$ cat src/rtl/syn_div_pkg.sv
package syn_div_pkg;
  localparam int M_W    = 10;
  localparam int NA_W   = 3;
  localparam int DATA_W = 8;
  localparam int ADDR_W = 8;
  localparam int M_LO_W = DATA_W;
  localparam int M_HI_W = M_W - M_LO_W;

  typedef struct packed {
    logic [M_W-1:0]  m;
    logic [NA_W-1:0] na;
    logic            nb;
    logic            p;
  } div_cfg_t;

  typedef enum logic [DATA_W-1:0] {
    CMD_APPLY   = 8'h01,
    CMD_CAPTURE = 8'h02,
    CMD_STEP_UP = 8'h03,
    CMD_STEP_DN = 8'h04
  } cmd_e;
endpackage

$ cat src/rtl/syn_bus_decode.sv
module syn_bus_decode
  import syn_div_pkg::*;
#(
  parameter logic [ADDR_W-1:0] LO_ADDR  = 8'h00,
  parameter logic [ADDR_W-1:0] HI_ADDR  = 8'h01,
  parameter logic [ADDR_W-1:0] CMD_ADDR = 8'hF0
) (
  input  logic              clk,
  input  logic              rst_n,
  input  logic [ADDR_W-1:0] bus_addr,
  input  logic              bus_wr,
  input  logic [DATA_W-1:0] bus_wdata,
  output logic              wr_lo,
  output logic              wr_hi,
  output logic              do_apply,
  output logic              do_capture,
  output logic              do_up,
  output logic              do_dn
);
  logic cmd_hit;

  always_comb begin
    wr_lo      = bus_wr && (bus_addr == LO_ADDR);
    wr_hi      = bus_wr && (bus_addr == HI_ADDR);
    cmd_hit    = bus_wr && (bus_addr == CMD_ADDR);
    do_apply   = 1'b0;
    do_capture = 1'b0;
    do_up      = 1'b0;
    do_dn      = 1'b0;
    if (cmd_hit) begin
      case (bus_wdata)
        CMD_APPLY:   do_apply   = 1'b1;
        CMD_CAPTURE: do_capture = 1'b1;
        CMD_STEP_UP: do_up      = 1'b1;
        CMD_STEP_DN: do_dn      = 1'b1;
        default: ;
      endcase
    end
  end

  // at most one command strobe per cycle, and none without a command write
  assert_single_cmd_R9: assert property (@(posedge clk) disable iff (!rst_n)
    $onehot0({do_apply, do_capture, do_up, do_dn}));
  assert_cmd_needs_write_R9: assert property (@(posedge clk) disable iff (!rst_n)
    (do_apply || do_capture || do_up || do_dn) |-> (bus_wr && bus_addr == CMD_ADDR));
endmodule

$ cat src/rtl/syn_stage_regs.sv
module syn_stage_regs
  import syn_div_pkg::*;
(
  input  logic              clk,
  input  logic              rst_n,
  input  logic              wr_lo,
  input  logic              wr_hi,
  input  logic [DATA_W-1:0] wdata,
  input  logic              do_capture,
  input  div_cfg_t          live_cfg,
  output div_cfg_t          stage_cfg
);
  always_ff @(posedge clk) begin
    if (!rst_n) begin
      stage_cfg <= '0;
    end else if (do_capture) begin
      stage_cfg <= live_cfg;
    end else begin
      if (wr_lo) stage_cfg.m[M_LO_W-1:0] <= wdata;
      if (wr_hi) begin
        stage_cfg.m[M_W-1:M_LO_W] <= wdata[7:6];
        stage_cfg.na              <= wdata[5:3];
        stage_cfg.nb              <= wdata[2];
        stage_cfg.p               <= wdata[1];
      end
    end
  end

  // capture lands the live value in staging
  assert_capture_copies_R6: assert property (@(posedge clk) disable iff (!rst_n)
    do_capture |=> (stage_cfg == $past(live_cfg)));
  // staging holds unless written or captured
  assert_stage_hold_R7: assert property (@(posedge clk) disable iff (!rst_n)
    !(wr_lo || wr_hi || do_capture) |=> $stable(stage_cfg));
endmodule

$ cat src/rtl/syn_live_divs.sv
module syn_live_divs
  import syn_div_pkg::*;
(
  input  logic     clk,
  input  logic     rst_n,
  input  logic     do_apply,
  input  logic     do_up,
  input  logic     do_dn,
  input  div_cfg_t stage_cfg,
  output div_cfg_t live_cfg
);
  logic [M_W-1:0] m_next;

  always_comb begin
    m_next = live_cfg.m;
    if (do_up)      m_next = live_cfg.m + M_W'(1);
    else if (do_dn) m_next = live_cfg.m - M_W'(1);
  end

  always_ff @(posedge clk) begin
    if (!rst_n)        live_cfg <= '0;
    else if (do_apply) live_cfg <= stage_cfg;
    else               live_cfg.m <= m_next;
  end

  assert_apply_copies_R5: assert property (@(posedge clk) disable iff (!rst_n)
    do_apply |=> (live_cfg == $past(stage_cfg)));
  assert_step_up_R7: assert property (@(posedge clk) disable iff (!rst_n)
    do_up |=> (live_cfg.m == M_W'($past(live_cfg.m) + 1'b1)) && $stable(live_cfg.na));
  assert_step_dn_R8: assert property (@(posedge clk) disable iff (!rst_n)
    do_dn |=> (live_cfg.m == M_W'($past(live_cfg.m) - 1'b1)) && $stable(live_cfg.p));
  assert_live_hold_R2: assert property (@(posedge clk) disable iff (!rst_n)
    !(do_apply || do_up || do_dn) |=> $stable(live_cfg));
endmodule

$ cat src/rtl/syn_div_regfile.sv
module syn_div_regfile
  import syn_div_pkg::*;
#(
  parameter logic [7:0] LO_ADDR  = 8'h00,
  parameter logic [7:0] HI_ADDR  = 8'h01,
  parameter logic [7:0] CMD_ADDR = 8'hF0
) (
  input  logic       clk,
  input  logic       rst_n,
  input  logic [7:0] bus_addr,
  input  logic       bus_wr,
  input  logic [7:0] bus_wdata,
  input  logic       bus_rd,
  output logic [7:0] rd_data,
  input  logic       pll_lock,
  output logic [9:0] fb_div,
  output logic [2:0] post_a,
  output logic       post_b,
  output logic       pre_div
);
  logic     wr_lo, wr_hi, do_apply, do_capture, do_up, do_dn;
  div_cfg_t stage_cfg, live_cfg;

  syn_bus_decode #(
    .LO_ADDR(LO_ADDR), .HI_ADDR(HI_ADDR), .CMD_ADDR(CMD_ADDR)
  ) u_dec (
    .clk(clk), .rst_n(rst_n), .bus_addr(bus_addr), .bus_wr(bus_wr),
    .bus_wdata(bus_wdata), .wr_lo(wr_lo), .wr_hi(wr_hi),
    .do_apply(do_apply), .do_capture(do_capture), .do_up(do_up), .do_dn(do_dn)
  );

  syn_stage_regs u_stage (
    .clk(clk), .rst_n(rst_n), .wr_lo(wr_lo), .wr_hi(wr_hi), .wdata(bus_wdata),
    .do_capture(do_capture), .live_cfg(live_cfg), .stage_cfg(stage_cfg)
  );

  syn_live_divs u_live (
    .clk(clk), .rst_n(rst_n), .do_apply(do_apply), .do_up(do_up), .do_dn(do_dn),
    .stage_cfg(stage_cfg), .live_cfg(live_cfg)
  );

  always_comb begin
    rd_data = '0;
    if (bus_rd) begin
      if (bus_addr == LO_ADDR)
        rd_data = stage_cfg.m[M_LO_W-1:0];
      else if (bus_addr == HI_ADDR)
        rd_data = {stage_cfg.m[M_W-1:M_LO_W], stage_cfg.na, stage_cfg.nb,
                   stage_cfg.p, pll_lock};
    end
  end

  assign fb_div  = live_cfg.m;
  assign post_a  = live_cfg.na;
  assign post_b  = live_cfg.nb;
  assign pre_div = live_cfg.p;

  // first cycle after reset release shows cleared live outputs
  assert_reset_clear_R1: assert property (@(posedge clk)
    $past(!rst_n) |-> (fb_div == '0 && post_a == '0 && !post_b && !pre_div));
endmodule

$ cat config.mk
export PLATFORM = sky130hd
export DESIGN_NAME = syn_div_regfile
export DESIGN_NICKNAME = d
export VERILOG_FILES = /design/src/rtl/syn_div_pkg.sv /design/src/rtl/syn_bus_decode.sv /design/src/rtl/syn_stage_regs.sv /design/src/rtl/syn_live_divs.sv /design/src/rtl/syn_div_regfile.sv
export SDC_FILE = /design/constraint.sdc
export NUM_CORES = 1
export LEC_CHECK = 0
export BUFFER_PORTS_ARGS = -buffer_cell sky130_fd_sc_hd__clkbuf_2
export CAP_MARGIN = 5
export CORE_MARGIN = 2
export CORE_UTILIZATION = 53
export DETAILED_ROUTE_END_ITERATION = 10
export PLACE_DENSITY = 0.81
export SLEW_MARGIN = 10
export SYNTH_ARGS = -nofsm -noshare
export SYNTH_HDL_FRONTEND = slang
export SYNTH_SLANG_ARGS = --single-unit
$ cat constraint.sdc
create_clock -name clk -period 4 [get_ports clk]
set_input_delay 0.6 -clock clk [delete_from_list [all_inputs] [get_ports clk]]
set_output_delay 0.6 -clock clk [all_outputs]
set_load 0.005 [all_outputs]
## Word level (Yosys, flattened, before mapping)

Index checks and enable logic that the tools add are counted.

- Add/sub/neg operators: 2
- Equality and inequality tests: 6
- Muxes and demuxes: 18
- Reduce and logical (&&, ||, !) cells: 7

Operator list:

| operator | number |
|---|---|
| $mux W8 | 4 |
| $mux W10 | 3 |
| $eq A8 B1 Y1 const B | 2 |
| $eq A8 B2 Y1 const B | 2 |
| $mux W15 | 1 |
| $add A10 B1 Y10 const B | 1 |
| $sub A10 B1 Y10 const B | 1 |
| $eq A8 B3 Y1 const B | 1 |
| $eq A8 B8 Y1 const B | 1 |
| $logic_not A8 Y1 | 1 |
| $mux W1 | 8 |
| $mux W5 | 1 |
| $reduce_bool A2 Y1 | 2 |
| $logic_and A1 B1 Y1 | 3 |
| $reduce_bool A3 Y1 | 1 |
| $mux W2 | 1 |

- Register bits: 30
- Output and inout bits: 23
- Word-level logic and storage cells: 42

## Depth between registers and ports, before layout

- Word-level depth: 6
- Depth in mapped cells: 11
- Gate-level depth less buffers: 10

## By module

Synthesis repeated with hierarchy kept, for this count alone.

- Cell total of the unflattened synthesis: 230
- Area total of the unflattened synthesis: 2150.8 µm²

Modules (own cells, without submodules):

| module | times used | cells each | area each (µm²) | seq. area each (µm²) |
|---|---|---|---|---|
| syn_live_divs | 1 | 123 | 1026.0 | 300.3 |
| syn_stage_regs | 1 | 66 | 819.5 | 300.3 |
| syn_bus_decode | 1 | 20 | 153.9 | 0.0 |
| syn_div_regfile | 1 | 21 | 151.4 | 0.0 |

## Least setup slack after synthesis

OpenSTA, ideal clock, no wires.

- Path type: input-to-reg
- From: input bus_wdata[4]
- To: register u_live.live_cfg[14] (netlist name)
- Arrival time: 2.887 ns
- Data required time: 3.927 ns
- Slack: 1.040 ns
- Stages: 11
- Path buffers: 1
- Cell sequence: nor4b_2 and4_1 buf_4 and3_4 inv_1 ha_1 a21oi_1 a21oi_1 a2111oi_0 xnor3_1 o22ai_2

- Word-level cells in the longest chain between the ends: 5

RTL lines:

| item | line | source |
|---|---|---|
| from (decl) | syn_div_regfile.sv:12 | `input logic [7:0] bus_wdata,` |
| $eq A8 B2 Y1 | syn_bus_decode.sv:31 | `case (bus_wdata)` |
| $mux W1 | syn_bus_decode.sv:31 |  |
| $mux W1 | syn_bus_decode.sv:30 | `if (cmd_hit) begin` |
| $mux W10 | syn_live_divs.sv:16 | `if (do_up) m_next = live_cfg.m + M_W'(1);` |
| $mux W10 | syn_live_divs.sv:22 | `else if (do_apply) live_cfg <= stage_cfg;` |

Several ways; a longest one is shown, not always the timed one.
A chain may end at the register's enable or synchronous reset.

## Final worst setup path

- From: input bus_addr[1]
- To: register u_live.live_cfg[13] (netlist name)

- Word-level cells in the longest chain between the ends: 5

RTL lines:

| item | line | source |
|---|---|---|
| from (decl) | syn_div_regfile.sv:10 | `input logic [7:0] bus_addr,` |
| $eq A8 B8 Y1 (*) | syn_bus_decode.sv:25 | `cmd_hit = bus_wr && (bus_addr == CMD_ADDR);` |
| $logic_and A1 B1 Y1 (*) | syn_bus_decode.sv:25 |  |
| $mux W1 | syn_bus_decode.sv:30 |  |
| $mux W10 | syn_live_divs.sv:16 |  |
| $mux W10 | syn_live_divs.sv:22 |  |

Every way passes the cells marked *; elsewhere a longest branch is shown, timed or not.

==> metrics.txt <==
# TYPE chip_impl_metric gauge
chip_impl_info{name="status",value="complete, no violations"} 1
chip_impl_metric{name="gp_routability_congestion",unit=""} 0.905
chip_impl_metric{name="cts_max_path_buffers",unit=""} 2
chip_impl_metric{name="vias_per_cell",unit=""} 6.19
chip_impl_metric{name="path_max_fanout",unit=""} 8
chip_impl_metric{name="final.min_clock_period",unit="ns"} 3.21
chip_impl_metric{name="async_reset_ff_share",unit="%"} 0
chip_impl_metric{name="die_height",unit="um"} 63.9
chip_impl_info{name="worstSetupEndpointType",value="register"} 1
chip_impl_metric{name="remaining_drc_errors",unit=""} 0
chip_impl_metric{name="antenna_viol_nets_final",unit=""} 0
chip_impl_metric{name="die_outline_area",unit="um2"} 4080
chip_impl_metric{name="synthesized_area_fraction_occupied_by_and_or_nand_nor_cells",unit="%"} 24.1
chip_impl_metric{name="min_delay_path_depth",unit=""} 2
chip_impl_metric{name="max_freq",unit="GHz"} 0.311
chip_impl_metric{name="cap_violations",unit=""} 0
chip_impl_metric{name="antenna_violations_before_repair",unit=""} 0
chip_impl_metric{name="post_synth.cell_area_avg",unit="um2"} 8.64
chip_impl_metric{name="pin_count_of_the_biggest_net_entering_global_routing",unit=""} 27
chip_impl_metric{name="post_layout_nonfiller_instances",unit=""} 306
chip_impl_metric{name="drt-total-wl",unit="um"} 4850
chip_impl_metric{name="synth_seq_cells",unit=""} 30
chip_impl_metric{name="worst-slew-pin-transition",unit="ns"} 0.807
chip_impl_metric{name="synth.area.mux_share",unit="%"} 2.63
chip_impl_metric{name="nets",unit=""} 289
chip_impl_metric{name="io-pin-count",unit=""} 44
chip_impl_metric{name="drt_first_pass_iters",unit=""} 4
chip_impl_info{name="worstPathCellList",value="clkbuf_2 > nor3_1 > and4_1 > and3_4 > inv_1 > ha_1 > nor2b_1 > o31a_1 > o31ai_1 > a2111o_1 > o221ai_1"} 1
chip_impl_metric{name="coreArea",unit="um2"} 3390
chip_impl_metric{name="postSynthCellCount",unit=""} 220
chip_impl_info{name="crit-reg2reg-capture",value="u_live.live_cfg[13]"} 1
chip_impl_metric{name="standard_cell_rows",unit=""} 21
chip_impl_metric{name="insertion_delay",unit="ns"} 0.33
chip_impl_metric{name="synthAdderAreaFrac",unit="%"} 6.32
chip_impl_info{name="min_to",value="u_stage.stage_cfg[4]"} 1
chip_impl_metric{name="first_pass_grt_wire_length",unit="um"} 8180
chip_impl_metric{name="vias_after_detailed_routing",unit=""} 1895
chip_impl_metric{name="track_usage",unit="%"} 25.0
chip_impl_info{name="grt-busiest-layer",value="met2"} 1
chip_impl_metric{name="p_leak",unit="nW"} 0.827
chip_impl_metric{name="skew",unit="ns"} 0.0127
chip_impl_info{name="root_buffer",value="sky130_fd_sc_hd__clkbuf_4"} 1
chip_impl_metric{name="finish.utilization",unit="%"} 64.2
chip_impl_metric{name="rr_worst_depth",unit=""} 7
chip_impl_metric{name="layout-drive-gt1-share",unit="%"} 23.8
chip_impl_metric{name="grt_use_met1",unit="%"} 33.9
chip_impl_info{name="path_class",value="in -> reg"} 1
chip_impl_metric{name="setup_viol",unit=""} 0
chip_impl_metric{name="dp_cells",unit=""} 298
chip_impl_metric{name="final_hold_viol_count",unit=""} 0
chip_impl_info{name="timing.critical_path.slowest_stage_cell",value="sky130_fd_sc_hd__and4_1"} 1
chip_impl_metric{name="synth.net_count",unit=""} 250
chip_impl_metric{name="initial_utilization",unit="%"} 56.1
chip_impl_metric{name="post_cts_resized",unit=""} 0
chip_impl_info{name="final_common_cell",value="sky130_fd_sc_hd__clkbuf_2"} 1
chip_impl_metric{name="avgRoutedWirePerCell",unit="um"} 15.9
chip_impl_metric{name="timing.critical_path.required",unit="ns"} 4.19
chip_impl_metric{name="drv_slew",unit=""} 0
chip_impl_metric{name="clock_transition_at_the_registers_of_the_reported_paths",unit="ns"} 0.10
chip_impl_metric{name="numCtsBuffers",unit=""} 5
chip_impl_metric{name="met3_usage",unit="%"} 4.05
chip_impl_info{name="timing.critical_path.max_delay_family",value="simple AND/OR/NAND/NOR gates"} 1
chip_impl_metric{name="count_of_flip_flops_with_a_built_in_enable_after_synthesis",unit=""} 0
chip_impl_info{name="synth_top_family_by_area",value="compound AO/OA/AOI/OAI gates"} 1
chip_impl_metric{name="synth.distinct_cells",unit=""} 54
chip_impl_metric{name="finalCritPeriodShare",unit="%"} 80.3
chip_impl_info{name="synth_flop_cell",value="sky130_fd_sc_hd__dfxtp_1"} 1
chip_impl_info{name="regToRegStartpoint",value="u_live.live_cfg[5]"} 1
chip_impl_metric{name="slew-limit-headroom",unit="%"} 46.1
chip_impl_metric{name="synth.yosys.seq_area_share",unit="%"} 31.6
chip_impl_metric{name="htreeDepth",unit=""} 2
chip_impl_metric{name="grt_pass1_vias",unit=""} 1708
chip_impl_metric{name="chipWidth",unit="um"} 63.9
chip_impl_info{name="class_of_the_worst_hold_path",value="reg -> reg"} 1
chip_impl_metric{name="clock_sink_count",unit=""} 30
chip_impl_info{name="rsz0062_at_grt",value="no"} 1
chip_impl_metric{name="area_growth",unit="%"} 14.3
chip_impl_metric{name="p_per_area",unit="nW/um2"} 239
chip_impl_metric{name="setup_total_negative_slack",unit="ns"} 0
chip_impl_metric{name="count_of_antenna_diodes_in_the_layout",unit=""} 0
chip_impl_metric{name="total_power",unit="uW"} 520
chip_impl_metric{name="critical_path_arrival",unit="ns"} 3.40
chip_impl_info{name="layout_common_cells",value="sky130_fd_sc_hd__clkbuf_2 (43), sky130_fd_sc_hd__dfxtp_1 (30), sky130_fd_sc_hd__a22oi_1 (21), sky130_fd_sc_hd__nor2_1 (21), sky130_fd_sc_hd__a21oi_1 (18)"} 1
chip_impl_metric{name="crit_path_max_cell_delay",unit="ns"} 0.41
chip_impl_info{name="critPathLaunchType",value="input port"} 1
chip_impl_metric{name="vdd_ir_drop_max",unit="mV"} 0.102
chip_impl_info{name="tritoncts",value="yes"} 1
chip_impl_metric{name="holdBufCountCts",unit=""} 0
chip_impl_metric{name="mapped_area",unit="um2"} 1900
chip_impl_metric{name="dr.first_iter.drc_count",unit=""} 210
chip_impl_metric{name="post-dp-hpwl",unit="um"} 3700
chip_impl_info{name="worst_hold_startpoint",value="u_stage.stage_cfg[4]"} 1
chip_impl_metric{name="fillers",unit=""} 288
chip_impl_metric{name="gr-total-overflow",unit=""} 0
chip_impl_metric{name="setup.reg_to_reg.worst_slack",unit="ns"} 1.91
chip_impl_metric{name="buffers_inverters_on_critical_path",unit=""} 2
chip_impl_metric{name="grt_util_met2",unit="%"} 39.8
chip_impl_metric{name="yosys.area_share.xor_xnor",unit="%"} 1.64
chip_impl_metric{name="synth-compound-area-share",unit="%"} 29.8
chip_impl_metric{name="synth.yosys.warnings",unit=""} 0
chip_impl_metric{name="port_buffers",unit=""} 43
chip_impl_metric{name="post-cts-setup-buffer-count",unit=""} 0
-- worst max path at each step --
stage / startpoint / to / slack, ns / cells past startpoint
final: bus_addr[1] / u_live.live_cfg[13] / 0.79 / 11
after global routing: bus_addr[1] / u_live.live_cfg[14] / 0.61 / 11
after CTS: bus_addr[1] / u_live.live_cfg[14] / 0.86 / 11
after detailed placement: bus_addr[1] / u_live.live_cfg[14] / 0.52 / 11
after global placement: bus_wdata[4] / u_live.live_cfg[14] / 0.64 / 11
after floorplan: bus_wdata[4] / u_live.live_cfg[14] / 1.04 / 11
-- worst register-to-register path, delay by kind of cell, from the launching register on --
kind,cells,cell delay (ns)
compound gates,4,0.82
fa+ha+maj,1,0.47
flops,1,0.42
simple gates,1,0.18
buf+inv,1,0.11
-- final cells by class --
class                           instances  area [um2]  area share (%)
Clock buffer                            7        55.1            2.53
Clock inverter                          1        5.00           0.230
Inverter                                4        15.0           0.690
Multi-Input combinational cell        175        1230            56.4
Sequential cell                        30         601            27.6
Tap cell                               46        57.6            2.65
Timing Repair Buffer                   43         215            9.90
-- cell usage after synthesis, types with 2 or more instances --
cell | instances | area share (%)
sky130_fd_sc_hd__a21oi_1 | 18 | 4.7
sky130_fd_sc_hd__a21oi_2 | 2 | 0.92
sky130_fd_sc_hd__a222oi_1 | 3 | 1.6
sky130_fd_sc_hd__a22oi_1 | 21 | 8.3
sky130_fd_sc_hd__a311oi_1 | 2 | 0.92
sky130_fd_sc_hd__and2_1 | 2 | 0.66
sky130_fd_sc_hd__and3_1 | 2 | 0.66
sky130_fd_sc_hd__and3b_1 | 2 | 0.92
sky130_fd_sc_hd__buf_2 | 6 | 1.6
sky130_fd_sc_hd__clkbuf_1 | 3 | 0.59
sky130_fd_sc_hd__dfxtp_1 | 30 | 32
sky130_fd_sc_hd__ha_1 | 8 | 5.3
sky130_fd_sc_hd__inv_1 | 3 | 0.59
sky130_fd_sc_hd__mux2i_1 | 5 | 2.6
sky130_fd_sc_hd__nand2_1 | 13 | 2.6
sky130_fd_sc_hd__nand2b_1 | 3 | 0.99
sky130_fd_sc_hd__nand3_1 | 16 | 4.2
sky130_fd_sc_hd__nor2_1 | 21 | 4.1
sky130_fd_sc_hd__nor2b_1 | 10 | 3.3
sky130_fd_sc_hd__nor3_1 | 2 | 0.53
sky130_fd_sc_hd__o211ai_1 | 2 | 0.79
sky130_fd_sc_hd__o21a_1 | 7 | 2.8
sky130_fd_sc_hd__o21ai_0 | 6 | 1.6
sky130_fd_sc_hd__o221a_2 | 3 | 1.8
-- report_power, final --
| group | internal (mW) | switching [mW] |
|---|---|---|
| Clock | 0.0851 | 0.106 |
| Combinational | 0.0118 | 0.0186 |
| Sequential | 0.299 | 0.000213 |
| Total | 0.395 | 0.125 |
-- state kept, by name (all words and copies together), names as in the netlist --
| name | cells |
|---|---|
| u_live.live_cfg | 15 |
| u_stage.stage_cfg | 15 |
-- per-stage QoR --
stage | instance area [um2] | hold slack (ns) | setup slack (ns)
after CTS | 2170 | 0.501 | 0.864
after global placement | 2110 | 0.477 | 0.641
after global routing | 2170 | 0.523 | 0.608
final | 2170 | 0.498 | 0.788
after detailed placement | 2110 | 0.486 | 0.517
after floorplan | 1900 | 0.445 | 1.04
-- logic make-up after synthesis --
kind of cell	count (synthesis)
compound gates	77
flops	30
buf+inv	15
simple gates	82
mux	5
xor+xnor	2
fa+ha+maj	9
-- metal layers --
layer | vias up | part of all wire, %
met2 | 74 | 46
li1 | 926 | -
met5 | - | 0
met3 | 9 | 5.7
met4 | 0 | 1.8
met1 | 886 | 46
(Power assumes the default switching activity.)
